**config.mk**
```make
export PLATFORM = sky130hd
export DESIGN_NAME = console_mmio
export DESIGN_NICKNAME = d
export VERILOG_FILES = /design/src/rtl/console_pkg.sv /design/src/rtl/con_decode.sv /design/src/rtl/con_kbd_chan.sv /design/src/rtl/con_dsp_chan.sv /design/src/rtl/console_mmio.sv
export SDC_FILE = /design/constraint.sdc
export NUM_CORES = 1
export LEC_CHECK = 0
export ABC_AREA = 1
export CORE_MARGIN = 2
export CORE_UTILIZATION = 31
export CTS_BUF_LIST = sky130_fd_sc_hd__clkbuf_8
export DETAILED_ROUTE_END_ITERATION = 7
export PLACE_DENSITY = 0.79
export SYNTH_ARGS = -nofsm -noshare
export SYNTH_HDL_FRONTEND = slang
export SYNTH_SLANG_ARGS = --single-unit
export TNS_END_PERCENT = 10
```
**constraint.sdc**
```tcl
create_clock -name clk -period 1 [get_ports clk]
set_input_delay 0.1 -clock clk [delete_from_list [all_inputs] [get_ports clk]]
set_output_delay 0.1 -clock clk [all_outputs]
set_load 0.05 [all_outputs]
```
**src/rtl/console_pkg.sv**
```systemverilog
package console_pkg;

    typedef enum logic [2:0] {
        SEL_NONE  = 3'd0,
        SEL_KSTAT = 3'd1,
        SEL_KDATA = 3'd2,
        SEL_DSTAT = 3'd3,
        SEL_DDATA = 3'd4
    } reg_sel_e;

    // Bit 2: overrun, bit 1: interrupt enable, bit 0: ready
    typedef struct packed {
        logic ovr;
        logic ie;
        logic rdy;
    } chan_stat_t;

    localparam int STAT_W = 3;
    localparam int IE_BIT = 1;

endpackage

```
**src/rtl/con_decode.sv**
```systemverilog
module con_decode
    import console_pkg::*;
#(
    parameter int          ADDR_W = 32,
    parameter logic [31:0] BASE   = 32'hFFFF_0000
) (
    input  logic [ADDR_W-1:0] addr,
    output reg_sel_e          sel
);
    localparam logic [ADDR_W-1:0] A_KSTAT = ADDR_W'(BASE);
    localparam logic [ADDR_W-1:0] A_KDATA = ADDR_W'(BASE + 32'd4);
    localparam logic [ADDR_W-1:0] A_DSTAT = ADDR_W'(BASE + 32'd8);
    localparam logic [ADDR_W-1:0] A_DDATA = ADDR_W'(BASE + 32'd12);

    always_comb begin
        if (addr == A_KSTAT)      sel = SEL_KSTAT;
        else if (addr == A_KDATA) sel = SEL_KDATA;
        else if (addr == A_DSTAT) sel = SEL_DSTAT;
        else if (addr == A_DDATA) sel = SEL_DDATA;
        else                      sel = SEL_NONE;
    end
endmodule

```
**src/rtl/con_kbd_chan.sv**
```systemverilog
module con_kbd_chan
    import console_pkg::*;
#(
    parameter int CHAR_W = 8
) (
    input  logic              clk,
    input  logic              rst,
    input  logic              in_valid,
    input  logic [CHAR_W-1:0] in_char,
    input  logic              rd_data,
    input  logic              wr_stat,
    input  logic              ie_in,
    output chan_stat_t        stat,
    output logic [CHAR_W-1:0] held_char
);
    always_ff @(posedge clk) begin
        if (rst) begin
            stat      <= '0;
            held_char <= '0;
        end else begin
            if (wr_stat) stat.ie <= ie_in;
            if (in_valid) begin
                held_char <= in_char;
                stat.rdy  <= 1'b1;
                stat.ovr  <= rd_data ? 1'b0 : (stat.rdy | stat.ovr);
            end else if (rd_data) begin
                stat.rdy <= 1'b0;
                stat.ovr <= 1'b0;
            end
        end
    end


    kb_set_chk: assert property (@(posedge clk) disable iff (rst)
        in_valid |=> (stat.rdy && held_char == $past(in_char)));

    kb_clear_chk: assert property (@(posedge clk) disable iff (rst)
        (rd_data && !in_valid) |=> (!stat.rdy && !stat.ovr));

    kb_ovr_chk: assert property (@(posedge clk) disable iff (rst)
        (in_valid && stat.rdy && !rd_data) |=> stat.ovr);

    kb_rdy_hold_chk: assert property (@(posedge clk) disable iff (rst)
        (!in_valid && !rd_data) |=> $stable(stat.rdy));
endmodule

```
**src/rtl/con_dsp_chan.sv**
```systemverilog
module con_dsp_chan
    import console_pkg::*;
#(
    parameter int CHAR_W = 8
) (
    input  logic              clk,
    input  logic              rst,
    input  logic              wr_data,
    input  logic [CHAR_W-1:0] wr_byte,
    input  logic              wr_stat,
    input  logic              ie_in,
    input  logic              ack,
    output chan_stat_t        stat,
    output logic              out_valid,
    output logic [CHAR_W-1:0] out_char
);
    always_ff @(posedge clk) begin
        if (rst) begin
            stat     <= '{ovr: 1'b0, ie: 1'b0, rdy: 1'b1};
            out_char <= '0;
        end else begin
            if (wr_stat) stat.ie <= ie_in;
            if (!stat.rdy && ack) begin
                stat.rdy <= 1'b1;
            end else if (stat.rdy && wr_data) begin
                stat.rdy <= 1'b0;
                out_char <= wr_byte;
            end
        end
    end

    assign out_valid = !stat.rdy;


    dsp_take_chk: assert property (@(posedge clk) disable iff (rst)
        (wr_data && stat.rdy) |=> (out_valid && out_char == $past(wr_byte)));

    dsp_done_chk: assert property (@(posedge clk) disable iff (rst)
        (out_valid && ack) |=> stat.rdy);

    dsp_hold_chk: assert property (@(posedge clk) disable iff (rst)
        (out_valid && !ack) |=> (out_valid && $stable(out_char)));

    dsp_ovr_zero_chk: assert property (@(posedge clk) disable iff (rst)
        wr_stat |=> !stat.ovr);
endmodule

```
**src/rtl/console_mmio.sv**
```systemverilog
module console_mmio
    import console_pkg::*;
#(
    parameter int          ADDR_W = 32,
    parameter int          DATA_W = 32,
    parameter int          CHAR_W = 8,
    parameter logic [31:0] BASE   = 32'hFFFF_0000
) (
    input  logic              clk,
    input  logic              rst,
    input  logic [ADDR_W-1:0] bus_addr,
    input  logic              bus_we,
    input  logic              bus_re,
    input  logic [DATA_W-1:0] bus_wdata,
    output logic [DATA_W-1:0] bus_rdata,
    input  logic              kb_valid,
    input  logic [CHAR_W-1:0] kb_char,
    output logic              dsp_valid,
    output logic [CHAR_W-1:0] dsp_char,
    input  logic              dsp_ack,
    output logic              irq_kb,
    output logic              irq_dsp
);
    localparam int PAD_STAT = DATA_W - STAT_W;
    localparam int PAD_CHAR = DATA_W - CHAR_W;

    reg_sel_e          sel;
    chan_stat_t        kst, dst;
    logic [CHAR_W-1:0] k_char;

    con_decode #(.ADDR_W(ADDR_W), .BASE(BASE)) u_dec (
        .addr(bus_addr), .sel(sel)
    );

    con_kbd_chan #(.CHAR_W(CHAR_W)) u_kbd (
        .clk       (clk),
        .rst       (rst),
        .in_valid  (kb_valid),
        .in_char   (kb_char),
        .rd_data   (bus_re && sel == SEL_KDATA),
        .wr_stat   (bus_we && sel == SEL_KSTAT),
        .ie_in     (bus_wdata[IE_BIT]),
        .stat      (kst),
        .held_char (k_char)
    );

    con_dsp_chan #(.CHAR_W(CHAR_W)) u_dsp (
        .clk       (clk),
        .rst       (rst),
        .wr_data   (bus_we && sel == SEL_DDATA),
        .wr_byte   (bus_wdata[CHAR_W-1:0]),
        .wr_stat   (bus_we && sel == SEL_DSTAT),
        .ie_in     (bus_wdata[IE_BIT]),
        .ack       (dsp_ack),
        .stat      (dst),
        .out_valid (dsp_valid),
        .out_char  (dsp_char)
    );

    always_comb begin
        unique case (sel)
            SEL_KSTAT: bus_rdata = {{PAD_STAT{1'b0}}, kst};
            SEL_KDATA: bus_rdata = {{PAD_CHAR{1'b0}}, k_char};
            SEL_DSTAT: bus_rdata = {{PAD_STAT{1'b0}}, dst};
            SEL_DDATA: bus_rdata = {{PAD_CHAR{1'b0}}, dsp_char};
            default:   bus_rdata = '0;
        endcase
    end

    assign irq_kb  = kst.rdy & kst.ie;
    assign irq_dsp = dst.rdy & dst.ie;

    logic unused_wbits;
    assign unused_wbits = ^bus_wdata[DATA_W-1:CHAR_W];


    unmapped_zero_chk: assert property (@(posedge clk) disable iff (rst)
        (sel == SEL_NONE) |-> (bus_rdata == '0));
endmodule

```
==> results.cfg <==
[worst_setup_path]
crit_buf_inv = 4
max_stage_delay_ps = 220
cpMostUsedCell = nand4_1
path_max_fanout = 5
crit_path_start_kind = primary input
cp.arrival_ps = 1380
slowest_stage = nand4_1
critPathKind = primary input to output pin
critPathTopFamily = simple AND/OR/NAND/NOR gates
worstPathRequired_ps = 900
endpoint_kind = output pin
worstPathCellList = buf_6, inv_4, nand2_4, nor2_8, nand3_4, buf_4, nand4_1, nand4_1, buf_12

[global_routing]
grt_max_degree = 15
grt_pass1_vias = 1665
grtUsageTotal_pct = 16.9
antenna_found_initial = 0
grt_pass1_wl_um = 7330
overflow = 0

[cells_and_area]
nets = 412
area_growth_pct = 92.3
fill_cells = 393
final_util_pct = 61.9
drive_above_1_share_pct = 43.8
antenna_cells = 0

[floorplan]
die_w_um = 74.0
rows = 25
die_y_um = 74.0
coreArea_sq_um = 4720
dieArea_sq_um = 5480
initial_utilization_pct = 32.2
ioPinCount = 121

[sta]
fin_skew_ps = 1.09
maxSlewViolCount = 0
fin_setup_tns_ps = -3320
hold_viol = 0
period_needed_ps = 1480
setup_viol = 11
finalCritPeriodShare_pct = 148
fmax_ghz = 0.678
rsz0062_at_grt = yes
postLayoutSetupSlackWorst_ps = -476

[placed_design]
place_congestion = 0.837
dp_hpwl_um = 3410
dp_slack_ps = -900
port_buffers = 72

[power_and_ir_drop]
power_frac_comb_pct = 30.6
power_leakage_uw = 0.00136
power_frac_seq_pct = 42.4
switching_share_pct = 33.0
ir_drop_uv = 427
p_int_uw = 1390
powerDensity_nw_per_um2 = 707
p_sw_uw = 682
p_clk_share_pct = 27.0

[clock_network]
clkLatencyLatePin_ps = 260
cts_sinks = 21
htreeDepth = 1
holdBufCountCts = 0
cts_buffer_depth = 2
cts_made_buffers = 3
cts_root_buf = clkbuf_8
clkTransAtPathRegs_ps = 80
cts_tree = yes

[synthesis]
synth_top_cell_area_share_pct = 27.7
yosys_warnings = 0
synth_top_cell_by_area = dfxtp_1
synth_seq_cells = 21
avgSynthCellArea_sq_um = 6.44
synthDistinctLibCells = 25
ys_seq_area_share_pct = 27.7
syn_inst = 236
synth_top_cells_by_area = dfxtp_1, nand2_1, buf_4, nor2_1, inv_1
synth_area_sq_um = 1520

[route]
drc = 0
post_drt_wl_per_cell_um = 12.0
routed-via-count = 1742
wl_um = 4810
dr.first_iter.drc_count = 35
firstDrtPassIters = 4
ant_nets = 0
vias_per_cell = 4.36

[job]
maxCapViolCount = 0

[outcome]
outcome = finished, violations left
violations = setup timing

[hold_path]
min_path_type = primary input to flip-flop
## synthesized netlist by cell type (all sizes together)
cell type and n:
nand3 13, clkbuf 2, inv 38, buf 26
o22ai 5, a21oi 6, o211ai 1, o21ai 11
dfxtp 21, nand4 9, conb 1, nand2 56
nor2 47
## power by group through the flow
| stage | clock (uW) | combinational (uW) | sequential (uW) |
|---|---|---|---|
| global placement | 0 | 570 | 897 |
| CTS | 560 | 568 | 877 |
| global route | 613 | 675 | 880 |
| detailed placement | 0 | 579 | 898 |
| floorplan | 0 | 397 | 893 |
| finish | 558 | 633 | 876 |
## layout by cell type (no fill, tap or decap), types with 4 or more instances in the layout
cell type,n
clkdlybuf4s50_1,21
nor2_1,33
conb_1,24
buf_12,19
nand2_4,7
dfxtp_1,18
inv_1,22
inv_4,6
o21ai_0,9
nand3_1,7
buf_6,30
buf_4,18
nand2_1,38
nand2_2,11
buf_2,9
a21oi_1,6
nand3_4,4
inv_2,8
nor2_2,6
o22ai_4,5
nand4_1,7
nor2_4,6
## per-layer routing
layer	track usage (%)	part of all wire (%)	up-vias	wire [um]
met5	0	0	-	0
met2	31.7	54	75	2590
met1	19.8	39	768	1870
met4	6.06	2.7	0	131
met3	1.76	4.6	16	219
li1	-	-	883	-
## sequential cells by signal, indices dropped and copies added (netlist names)
register         flops
u_dsp.stat           2
u_dsp.out_char       8
u_kbd.held_char      8
u_kbd.stat           3
## worst min-delay path: stages
cell and delay, ps:
clkdlybuf4s50_1 400, nor2_1 100, nor2_1 50
## kinds of logic (layout without fill, tap and decap cells)
kind of cell / Yosys count / count (layout) / share of synthesized area, %
simple gates: 125 / 125 / 41.5
buf+inv: 66 / 140 / 22.5
compound gates: 23 / 23 / 8.15
flops: 21 / 21 / 27.7
other cells: 1 / 24 / 0.247
## final timing paths
path         slack [ps]          startpoint  cells after the start                  to
max                -480         bus_addr[4]                      9        bus_rdata[0]
min                 420        bus_wdata[6]                      3   u_dsp.out_char[6]
max reg2reg          20       u_dsp.stat[0]                      5   u_dsp.out_char[5]
min reg2reg         510  u_kbd.held_char[1]                      2  u_kbd.held_char[1]
## stage by stage
step	area, sq um	power [uW]	std cells	hold WS, ps
2_1_floorplan	1670	1290	259	200
3_5_place_dp	2650	1480	392	463
4_1_cts	2760	2000	399	423
5_1_grt	2920	2170	400	431
6_report	2920	2070	400	425
3_3_place_gp	2650	1470	392	457
## layout make-up
type / count / area [sq um] / share of cell area [%]
repair buffers: 98 / 1130 / 38.8
multi-input cells: 172 / 1060 / 36.2
flip-flops and latches: 21 / 429 / 14.7
inverters: 38 / 173 / 5.91
well taps: 67 / 83.8 / 2.87
clock buffers: 3 / 41.3 / 1.41
clock inverters: 1 / 5.00 / 0.171
## timing repair
item                       4_1_cts  5_1_grt
pin swaps                       31       26
gates cloned                     0        0
buffers inserted                 3        1
setup endpoints to repair       24       23
gates resized for setup        166       41
Note: power is estimated with default switching activity, not from simulation.
